[src/rtl/dcar_pkg.sv]
package dcar_pkg;

  typedef enum logic [1:0] {
    MAP_INTLV  = 2'd0,
    MAP_LINEAR = 2'd1,
    MAP_SINGLE = 2'd2
  } map_e;

  // Mode pins to mapping: bit 1 wins, then bit 0.
  function automatic map_e map_from_pins(input logic [1:0] m);
    if (m[1])      return MAP_SINGLE;
    else if (m[0]) return MAP_LINEAR;
    else           return MAP_INTLV;
  endfunction

  // Rank count pins: 3 is treated as 2.
  function automatic logic [1:0] clip_ranks(input logic [1:0] r);
    return (r == 2'd3) ? 2'd2 : r;
  endfunction

endpackage

[src/rtl/dcar_cfg_hold.sv]
module dcar_cfg_hold
  import dcar_pkg::*;
#(
  parameter int LOG_W = 6,
  parameter int CAP_W = 34
) (
  input  logic             clk,
  input  logic             rst_n,
  input  logic             drained,
  input  logic [1:0]       mode_i,
  input  logic [1:0]       ranks0_i,
  input  logic [LOG_W-1:0] log0_i,
  input  logic [1:0]       ranks1_i,
  input  logic [LOG_W-1:0] log1_i,
  output map_e             map_o,
  output logic [1:0]       ranks0_o,
  output logic [LOG_W-1:0] log0_o,
  output logic [1:0]       ranks1_o,
  output logic [LOG_W-1:0] log1_o,
  output logic [CAP_W-1:0] cap0_o,
  output logic [CAP_W-1:0] cap1_o,
  output logic             fallback_o
);

  function automatic logic [CAP_W-1:0] cap_of(input logic [1:0] r, input logic [LOG_W-1:0] lg);
    logic [CAP_W-1:0] one;
    one = CAP_W'(1);
    case (r)
      2'd1:    return one << lg;
      2'd2:    return one << (lg + 1'b1);
      default: return '0;
    endcase
  endfunction

  logic [1:0]       mode_q, mode_eff;
  logic [1:0]       r0_q, r1_q, r0_eff, r1_eff;
  logic [LOG_W-1:0] l0_q, l1_q, l0_eff, l1_eff;
  logic             mismatch;
  logic             fallback_q;

  // Live pins when idle, held copy while any stage is occupied.
  always_comb begin
    mode_eff = drained ? mode_i : mode_q;
    r0_eff   = drained ? clip_ranks(ranks0_i) : r0_q;
    r1_eff   = drained ? clip_ranks(ranks1_i) : r1_q;
    l0_eff   = drained ? log0_i : l0_q;
    l1_eff   = drained ? log1_i : l1_q;
  end

  assign cap0_o   = cap_of(r0_eff, l0_eff);
  assign cap1_o   = cap_of(r1_eff, l1_eff);
  assign mismatch = (map_from_pins(mode_eff) == MAP_INTLV) && (cap0_o != cap1_o);
  assign map_o    = mismatch ? MAP_LINEAR : map_from_pins(mode_eff);
  assign ranks0_o = r0_eff;
  assign ranks1_o = r1_eff;
  assign log0_o   = l0_eff;
  assign log1_o   = l1_eff;
  assign fallback_o = fallback_q;

  always_ff @(posedge clk) begin
    if (!rst_n) begin
      mode_q     <= '0;
      r0_q       <= '0;
      r1_q       <= '0;
      l0_q       <= '0;
      l1_q       <= '0;
      fallback_q <= 1'b0;
    end else begin
      mode_q     <= mode_eff;
      r0_q       <= r0_eff;
      r1_q       <= r1_eff;
      l0_q       <= l0_eff;
      l1_q       <= l1_eff;
      fallback_q <= fallback_q | mismatch;
    end
  end

endmodule

[src/rtl/dcar_decode.sv]
module dcar_decode
  import dcar_pkg::*;
#(
  parameter int ADDR_W    = 32,
  parameter int LOG_W     = 6,
  parameter int CAP_W     = 34,
  parameter int LINE_BITS = 6
) (
  input  map_e              map_i,
  input  logic [ADDR_W-1:0] addr_i,
  input  logic [1:0]        ranks0_i,
  input  logic [LOG_W-1:0]  log0_i,
  input  logic [1:0]        ranks1_i,
  input  logic [LOG_W-1:0]  log1_i,
  input  logic [CAP_W-1:0]  cap0_i,
  input  logic [CAP_W-1:0]  cap1_i,
  output logic              oor_o,
  output logic              ch_o,
  output logic [ADDR_W-1:0] loc_o,
  output logic [1:0]        cs_o
);

  localparam logic [ADDR_W-1:0] LINE_MASK = (ADDR_W'(1) << LINE_BITS) - ADDR_W'(1);

  // Drop the channel-select bit: upper part moves down one place.
  function automatic logic [ADDR_W-1:0] squeeze(input logic [ADDR_W-1:0] a);
    return ((a >> (LINE_BITS + 1)) << LINE_BITS) | (a & LINE_MASK);
  endfunction

  function automatic logic [1:0] rank_cs(input logic [1:0] r, input logic [LOG_W-1:0] lg,
                                         input logic [ADDR_W-1:0] a);
    logic [ADDR_W-1:0] shifted;
    shifted = a >> lg;
    return ((r == 2'd2) && shifted[0]) ? 2'b10 : 2'b01;
  endfunction

  logic [CAP_W-1:0] addr_x;
  logic [CAP_W-1:0] total;

  always_comb begin
    addr_x = CAP_W'(addr_i);
    total  = (map_i == MAP_SINGLE) ? cap0_i : (cap0_i + cap1_i);
    oor_o  = (addr_x >= total);
    case (map_i)
      MAP_INTLV: begin
        ch_o  = addr_i[LINE_BITS];
        loc_o = squeeze(addr_i);
      end
      MAP_LINEAR: begin
        ch_o  = (addr_x >= cap0_i);
        loc_o = ch_o ? ADDR_W'(addr_x - cap0_i) : addr_i;
      end
      default: begin
        ch_o  = 1'b0;
        loc_o = addr_i;
      end
    endcase
    cs_o = ch_o ? rank_cs(ranks1_i, log1_i, loc_o) : rank_cs(ranks0_i, log0_i, loc_o);
  end

endmodule

[src/rtl/dcar_out_stage.sv]
module dcar_out_stage #(
  parameter int ADDR_W = 32
) (
  input  logic              clk,
  input  logic              rst_n,
  input  logic              load_i,
  input  logic [ADDR_W-1:0] addr_i,
  input  logic [1:0]        cs_i,
  output logic              free_o,
  output logic              valid_o,
  input  logic              ready_i,
  output logic [ADDR_W-1:0] addr_o,
  output logic [1:0]        cs_o
);

  assign free_o = !valid_o || ready_i;

  always_ff @(posedge clk) begin
    if (!rst_n) begin
      valid_o <= 1'b0;
      addr_o  <= '0;
      cs_o    <= '0;
    end else if (load_i) begin
      valid_o <= 1'b1;
      addr_o  <= addr_i;
      cs_o    <= cs_i;
    end else if (ready_i) begin
      valid_o <= 1'b0;
      cs_o    <= '0;
    end
  end

endmodule

[src/rtl/dual_channel_addr_router.sv]
module dual_channel_addr_router
  import dcar_pkg::*;
#(
  parameter int ADDR_W    = 32,
  parameter int LOG_W     = 6,
  parameter int LINE_BITS = 6
) (
  input  logic              clk,
  input  logic              rst_n,
  input  logic [1:0]        cfg_mode,
  input  logic [1:0]        cfg_ch0_ranks,
  input  logic [LOG_W-1:0]  cfg_ch0_rank_log2,
  input  logic [1:0]        cfg_ch1_ranks,
  input  logic [LOG_W-1:0]  cfg_ch1_rank_log2,
  input  logic              in_valid,
  output logic              in_ready,
  input  logic [ADDR_W-1:0] in_addr,
  output logic              ch0_valid,
  input  logic              ch0_ready,
  output logic [ADDR_W-1:0] ch0_addr,
  output logic [1:0]        ch0_cs,
  output logic              ch1_valid,
  input  logic              ch1_ready,
  output logic [ADDR_W-1:0] ch1_addr,
  output logic [1:0]        ch1_cs,
  output logic              err_pulse,
  output logic              map_fallback
);

  localparam int CAP_W = ADDR_W + 2;
  localparam int NCH   = 2;

  map_e              map_eff;
  logic [1:0]        rk0, rk1;
  logic [LOG_W-1:0]  lg0, lg1;
  logic [CAP_W-1:0]  cap0, cap1;
  logic              drained;
  logic              dec_oor, dec_ch;
  logic [ADDR_W-1:0] dec_addr;
  logic [1:0]        dec_cs;
  logic              accept, drop, err_q;
  logic [NCH-1:0]    stage_free, stage_valid, stage_load, port_ready;
  logic [ADDR_W-1:0] port_addr [NCH];
  logic [1:0]        port_cs   [NCH];

  dcar_cfg_hold #(.LOG_W(LOG_W), .CAP_W(CAP_W)) u_cfg (
    .clk(clk), .rst_n(rst_n), .drained(drained),
    .mode_i(cfg_mode),
    .ranks0_i(cfg_ch0_ranks), .log0_i(cfg_ch0_rank_log2),
    .ranks1_i(cfg_ch1_ranks), .log1_i(cfg_ch1_rank_log2),
    .map_o(map_eff),
    .ranks0_o(rk0), .log0_o(lg0), .ranks1_o(rk1), .log1_o(lg1),
    .cap0_o(cap0), .cap1_o(cap1), .fallback_o(map_fallback)
  );

  dcar_decode #(.ADDR_W(ADDR_W), .LOG_W(LOG_W), .CAP_W(CAP_W), .LINE_BITS(LINE_BITS)) u_dec (
    .map_i(map_eff), .addr_i(in_addr),
    .ranks0_i(rk0), .log0_i(lg0), .ranks1_i(rk1), .log1_i(lg1),
    .cap0_i(cap0), .cap1_i(cap1),
    .oor_o(dec_oor), .ch_o(dec_ch), .loc_o(dec_addr), .cs_o(dec_cs)
  );

  // Out-of-range requests never wait; others wait only on their own channel.
  assign in_ready   = dec_oor | stage_free[dec_ch];
  assign accept     = in_valid & in_ready;
  assign drop       = accept & dec_oor;
  assign drained    = ~|stage_valid;
  assign port_ready = {ch1_ready, ch0_ready};

  for (genvar c = 0; c < NCH; c++) begin : g_ch
    assign stage_load[c] = accept & ~dec_oor & (dec_ch == 1'(c));
    dcar_out_stage #(.ADDR_W(ADDR_W)) u_stage (
      .clk(clk), .rst_n(rst_n),
      .load_i(stage_load[c]), .addr_i(dec_addr), .cs_i(dec_cs),
      .free_o(stage_free[c]), .valid_o(stage_valid[c]), .ready_i(port_ready[c]),
      .addr_o(port_addr[c]), .cs_o(port_cs[c])
    );
  end

  assign ch0_valid = stage_valid[0];
  assign ch0_addr  = port_addr[0];
  assign ch0_cs    = port_cs[0];
  assign ch1_valid = stage_valid[1];
  assign ch1_addr  = port_addr[1];
  assign ch1_cs    = port_cs[1];
  assign err_pulse = err_q;

  always_ff @(posedge clk) begin
    if (!rst_n) err_q <= 1'b0;
    else        err_q <= drop;
  end

endmodule

[config.mk]
export PLATFORM = sky130hd
export DESIGN_NAME = dual_channel_addr_router
export DESIGN_NICKNAME = d
export VERILOG_FILES = /design/src/rtl/dcar_pkg.sv /design/src/rtl/dcar_cfg_hold.sv /design/src/rtl/dcar_decode.sv /design/src/rtl/dcar_out_stage.sv /design/src/rtl/dual_channel_addr_router.sv
export SDC_FILE = /design/constraint.sdc
export NUM_CORES = 1
export LEC_CHECK = 0
export ABC_AREA = 1
export BUFFER_PORTS_ARGS = -buffer_cell sky130_fd_sc_hd__buf_2
export CORE_MARGIN = 4
export CORE_UTILIZATION = 66
export DETAILED_ROUTE_END_ITERATION = 12
export PLACE_DENSITY = 0.95
export SLEW_MARGIN = 0
export SYNTH_ARGS = -nofsm -noshare
export SYNTH_HDL_FRONTEND = slang
export SYNTH_SLANG_ARGS = --single-unit
[constraint.sdc]
create_clock -name clk -period 20.3 [get_ports clk]
set_clock_uncertainty 0.1 [all_clocks]
set_input_delay 3.045 -clock clk [delete_from_list [all_inputs] [get_ports clk]]
set_output_delay 3.045 -clock clk [all_outputs]
set_load 0.01 [all_outputs]
# Word-level counts from Yosys, hierarchy flattened
# Index checks and enable logic that the tools add are counted.
# totals
regBits	90
latchBits	0
mem_bits_rw	0
romBits	0
inputBits	55
out_inout_bits	73
wordCells	86
memories	0
# classes
n_addsub	4
n_mul	0
n_div	0
magnitude_cmp	3
eq_ne	9
shifts	6
n_mux	29
bitwise	10
n_reduce_logical	12
# op_table
cell	n
case mux 34 bit (2 select lines)	2
left shift 1 x 6 -> 34 bit (first input constant)	4
greater-or-equal comparator 32 x 34 -> 1 bit	2
case mux 32 bit (2 select lines)	1
right shift 32 x 6 -> 1 bit	2
adder 34 bit	1
2-to-1 mux 34 bit	1
!= test 34 bit	1
2-to-1 mux 32 bit	1
subtractor 32 bit	1
OR 31 x 6 -> 31 bit	1
2-to-1 mux 2 bit	14
adder 6 x 1 -> 6 bit (second input constant)	2
2-to-1 mux 6 bit	2
== test 2 bit (second input constant)	5
2-to-1 mux 1 bit	7
== test 2 x 1 -> 1 bit (second input constant)	3
AND 1 bit	5
zero test 2 bit	2
nonzero test 2 bit	2
logical AND 1 bit	3
zero test 1 bit	2
logical OR 1 bit	2
less-than comparator 1 x 2 -> 1 bit (second input constant)	1
other kinds (4)	6

# Longest topological paths before layout
# depth
word_depth	17
mapped_depth	55

# Hierarchy
# Synthesis repeated with hierarchy kept, for this count alone.
# unflattened
cells_unflattened	2170
area_unflattened_um2	12453.2
# modules_own_cells
module	instances	cells_each	area_per_inst_um2	seq_area_each_um2
dcar_decode	1	1374	7302.0	0.0
dcar_cfg_hold	1	478	2542.4	380.4
dcar_out_stage	2	153	1268.7	700.7
dual_channel_addr_router	1	12	71.3	20.0

# Worst setup path after synthesis
# Ideal clock, no wire load.
# synth_path
kind	input-to-output
from	input cfg_ch0_rank_log2[0]
to	output in_ready
t_arrival_ns	8.523
required_time_ns	17.155
slack_ns	8.632
cell_stages	46
path_cell_list	inv_1 nand2_1 nand2_1 buf_4 clkinv_1 clkbuf_1 ha_1 nand2_1 inv_1 nand3_1 nand2_1 nand2_1 nor3_1 inv_1 clkbuf_1 nor2_1 ha_1 inv_1 (+10 left out) nand2_1 nand2_1 nand2_1 nand2_1 a21oi_1 inv_1 a21oi_1 o21ai_0 nand2_1 nand3_1 o21ai_0 ha_1 nand4_1 nor2_1 nand3_1 o41ai_1 a31oi_1 o21ai_0
# synth_between
elab_chain_cells	12
word_cells_on_any_way	19
classes_between	add/sub: 2; order compare: 2; eq/ne: 3; shift: 2; mux: 7; bitwise: 1; reduce/logical: 2
# synth_rtl
item	line	text
start, declared	dual_channel_addr_router.sv:12	input logic [LOG_W-1:0] cfg_ch0_rank_log2,
2-to-1 mux 6 bit (*)	dcar_cfg_hold.sv:46	l0_eff = drained ? log0_i : l0_q;
named net lg0[0]	dual_channel_addr_router.sv:35	logic [LOG_W-1:0] lg0, lg1;
adder 6 x 1 -> 6 bit	dcar_cfg_hold.sv:30	2'd2: return one << (lg + 1'b1);
left shift 1 x 6 -> 34 bit	dcar_cfg_hold.sv:30	
case mux 34 bit (2 select lines) (*)	dcar_cfg_hold.sv:28	case (r)
branches (longest 7 deep; another with adder 34 bit)	--	
OR 1 bit (*)	dual_channel_addr_router.sv:64	assign in_ready = dec_oor | stage_free[dec_ch];
end, declared	dual_channel_addr_router.sv:16	output logic in_ready,
# Mark *: on every way through the listed nets, which the timed path passes. The select of a mux whose other input is x is not followed.

# Worst setup path after layout
# layout_path
from	input cfg_ch0_rank_log2[0]
to	output in_ready
# layout_between
elab_chain_cells	12
word_cells_on_any_way	19
classes_between	add/sub: 2; order compare: 2; eq/ne: 3; shift: 2; mux: 7; bitwise: 1; reduce/logical: 2
# layout_rtl
item	line
2-to-1 mux 6 bit (*)	dcar_cfg_hold.sv:46
adder 6 x 1 -> 6 bit	dcar_cfg_hold.sv:30
left shift 1 x 6 -> 34 bit	dcar_cfg_hold.sv:30
case mux 34 bit (2 select lines) (*)	dcar_cfg_hold.sv:28
branches (longest 7 deep; another with adder 34 bit)	--
OR 1 bit (*)	dual_channel_addr_router.sv:64
# Mark *: on every way between the ends. The select of a mux whose other input is x is not followed.

==> metrics.md <==
| Metric | Value |
|---|---|
| Run status | `finished clean` |
| Maximum fanout count along the critical path | `20` |
| Hold wc startpoint | `g_ch[0].u_stage.addr_o[9]$_SDFFE_PN0P_` |
| VDD IR max | `0.000115 V` |
| Length of routed wiring on met1 | `15900 um` |
| Standard cell with the maximum stage delay on the critical path | `clkinv_1` |
| Most common library cell in the layout ignoring fill and taps | `nand2_1` |
| Pre-Repair DR Iteration Count | `8` |
| Nets@finish | `2243` |
| Worst setup SP type | `primary input` |
| # Post-CTS Setup Buffers | `0` |
| Highest attainable clock frequency | `71.9 MHz` |
| Antenna violations before repair | `0` |
| Clock Path Buffers | `2` |
| Number of H-tree levels | `3` |
| Number of buffers inserted by hold repair at cts | `0` |
| Number of warnings printed during yosys synthesis | `0` |
| First-pass GRT wire length | `64900 um` |
| Hold Fails Final Rpt | `0` |
| Final critical path time including I/O delays and setup | `13900 ps` |
| Most frequent cell on the critical path | `nand2_1` |
| Hold worst-path end | `g_ch[0].u_stage.addr_o[9]$_SDFFE_PN0P_` |
| Detailed router's first-iteration violation count | `1714` |
| Total number of vias | `14100` |
| Sequential cell area fraction in the yosys report | `0.160` |
| Required time of the critical path | `17150 ps` |
| P_leak | `6.18 nW` |
| Depth of the worst hold-timing path | `2` |
| Highest metal layer with signal wires | `met4` |
| Via count of the first global-routing pass | `12700` |
| Endpoint of the most critical register-to-register path | `g_ch[1].u_stage.addr_o[13]$_SDFFE_PN0P_` |
| Count of pins on the block boundary | `128` |
| Number of placement rows | `47` |
| Setup-failing EPs final | `0` |
| Clock tree from TritonCTS | `done` |
| Number of distinct standard cells referenced by the synthesized netlist | `52` |
| Floorplan core area | `16600 um^2` |
| CP Capture Type | `output pin` |
| Antenna diode count | `0` |
| Commonest cells after routing, fill and taps aside | `510 x nand2_1, 347 x nor2_1, 252 x inv_1` |
| Effective utilization at floorplan | `0.675` |
| DRT Wirelength | `41500 um` |
| Final sum of negative setup slack | `0 ps` |
| Post-synthesis net count | `2161` |
| Maximum single-stage delay on the critical path | `650 ps` |
| Beginning of the worst register-to-register path | `g_ch[0].u_stage.valid_o$_SDFFE_PN0P_` |
| Clock tree root driver cell | `clkbuf_16` |
| Min-Delay Path Class | `reg -> reg` |
| CTS Sinks | `90` |
| Cell Pwr Density | `144 nW/um^2` |
| GRT Overall Usage | `0.411` |
| Data arrival, critical path | `10760 ps` |
| Final routed DRC violation total | `0` |
| Met3 Wirelength | `5200 um` |
| Number of synthesized register bits | `90` |
| Relative slew slack | `0.427` |
| Vertical extent of the die | `139 um` |
| Average via count per standard cell | `6.08` |
| Residual antenna-violating net count after detailed routing | `0` |
| Largest net degree at the start of global routing | `86` |
| P&R area growth vs syn | `8.37%` |
| Aggregate global routing overflow | `0` |
| CP Class | `in -> out` |
| Final Max Tran Viols | `0` |
| TritonCTS buffer count | `9` |
| Worst-margin pin slew | `851 ps` |
| Fraction of layout cells with a size suffix above 1 | `0.0923` |
| Final Power | `1.76 mW` |
| Wirelength per Cell | `18.0 um` |
| HPWL after DPL | `33100 um` |
| Depth of the worst register-to-register path | `44` |
| Weighted congestion at the end of routability-driven global placement | `1.10` |
| Total length of routed met2 wires | `17400 um` |
| Count of instances resized after the clock tree is built | `0` |
| Max-Cap Viols | `0` |
| Setup repair after global routing missed its margin | `false` |
| Cell count after synthesis | `2003` |
| Count of input and output buffers | `127` |
| Clock latency at the later pin of the worst-skew pair | `340 ps` |
| Final clock period utilization by the worst path | `0.685` |
| Syn avg cell area | `5.61 um^2` |
| X dimension of the die | `139 um` |
| Die ar. | `19200 um^2` |
| Post-synth design cell area | `11200 um^2` |
| Reg2Reg Setup Slack | `10190 ps` |
| Clock transition at path regs | `70 ps` |
[report_power, final]
| part | switching (mW) | total [mW] | internal, mW | leakage, nW |
|---|---|---|---|---|
| Sequential | 0.0368 | 0.283 | 0.246 | 0.736 |
| Clock | 0.0801 | 0.167 | 0.0867 | 0.139 |
| Combinational | 0.945 | 1.31 | 0.366 | 5.31 |
[cell type report]
| class | instances | area [um^2] |
|---|---|---|
| Clock buffer | 9 | 225 |
| Clock inverter | 7 | 71.3 |
| Fill cell | 1452 | 4460 |
| Inverter | 264 | 995 |
| Multi-Input combinational cell | 1591 | 8160 |
| Sequential cell | 90 | 1800 |
| Tap cell | 220 | 275 |
| Timing Repair Buffer | 129 | 651 |
[worst max-delay path: cells and delay by family]
kind	cells	cell delay [ps]
fa+ha+maj	4	1340
simple gates	19	2920
buf+inv	9	1570
compound gates	9	1870
[registers in the layout (all words and copies together) (netlist names)]
signal                cells
u_cfg.fallback_o          1
u_cfg.mode_q              2
err_pulse                 1
u_cfg.l1_q                6
u_cfg.r0_q                2
g_ch.u_stage.cs_o         4
u_cfg.r1_q                2
u_cfg.l0_q                6
g_ch.u_stage.addr_o      64
g_ch.u_stage.valid_o      2
[worst max-delay path by stage]
stage / from / to / slack (ps) / cells past startpoint
final: cfg_ch0_rank_log2[0] / in_ready / 6400 / 41
after global routing: cfg_ch0_rank_log2[0] / in_ready / 5780 / 40
after CTS: cfg_ch0_rank_log2[0] / in_ready / 6700 / 41
after detailed placement: cfg_ch0_rank_log2[0] / in_ready / 6820 / 41
after global placement: cfg_ch0_rank_log2[0] / in_ready / 7060 / 41
after floorplan: cfg_ch0_rank_log2[0] / in_ready / 8630 / 46
[layer usage]
metal | track usage | vias up
li1 | - | 6668
met1 | 0.533 | 6201
met2 | 0.631 | 969
met3 | 0.0791 | 214
met4 | 0.251 | 0
met5 | 0 | -
[cells by family after synthesis]
| family | synth area share |
|---|---|
| multiplexers | 0.00100 |
| buffers and inverters | 0.114 |
| XOR/XNOR | 0.0250 |
| adder cells (fa/ha/maj) | 0.116 |
| AND/OR/NAND/NOR | 0.434 |
| AO/OA/AOI/OAI | 0.149 |
| flip-flops | 0.160 |
[synth_stat cells (all sizes together)]
master | instances | area share
inv | 261 | 0.087
a21o | 7 | 0.0047
nor4 | 9 | 0.0050
o221ai | 2 | 0.0016
xnor2 | 7 | 0.0055
clkbuf | 32 | 0.011
o21bai | 11 | 0.0073
nor3 | 16 | 0.0071
fa | 2 | 0.0036
nand2 | 524 | 0.18
o211ai | 2 | 0.0013
o41ai | 1 | 0.00078
buf | 26 | 0.015
a31oi | 9 | 0.0050
nand4 | 39 | 0.024
dfxtp | 90 | 0.16
a21oi | 139 | 0.062
or2 | 10 | 0.0056
clkinv | 3 | 0.0011
o22ai | 7 | 0.0039
and2 | 1 | 0.00056
o21ai | 113 | 0.054
nor2 | 352 | 0.12
nand3 | 193 | 0.087
a22oi | 2 | 0.0013
mux2 | 1 | 0.0010
ha | 101 | 0.11
o21a | 3 | 0.0020
a211oi | 6 | 0.0040
and3 | 1 | 0.00056
xor2 | 23 | 0.020
a21boi | 3 | 0.0020
nand3b | 7 | 0.0047
[stage by stage]
stage	hold slack [ps]	util	worst slack, ps	std cells	cell area (um^2)
finish	368	0.732	6400	2310	12200
global route	375	0.732	5780	2310	12200
CTS	365	0.732	6700	2310	12200
detailed placement	354	0.714	6820	2294	11900
global placement	347	0.714	7060	2294	11900
floorplan	344	-	8630	2003	11200
Power figures use the tool's default switching activity.
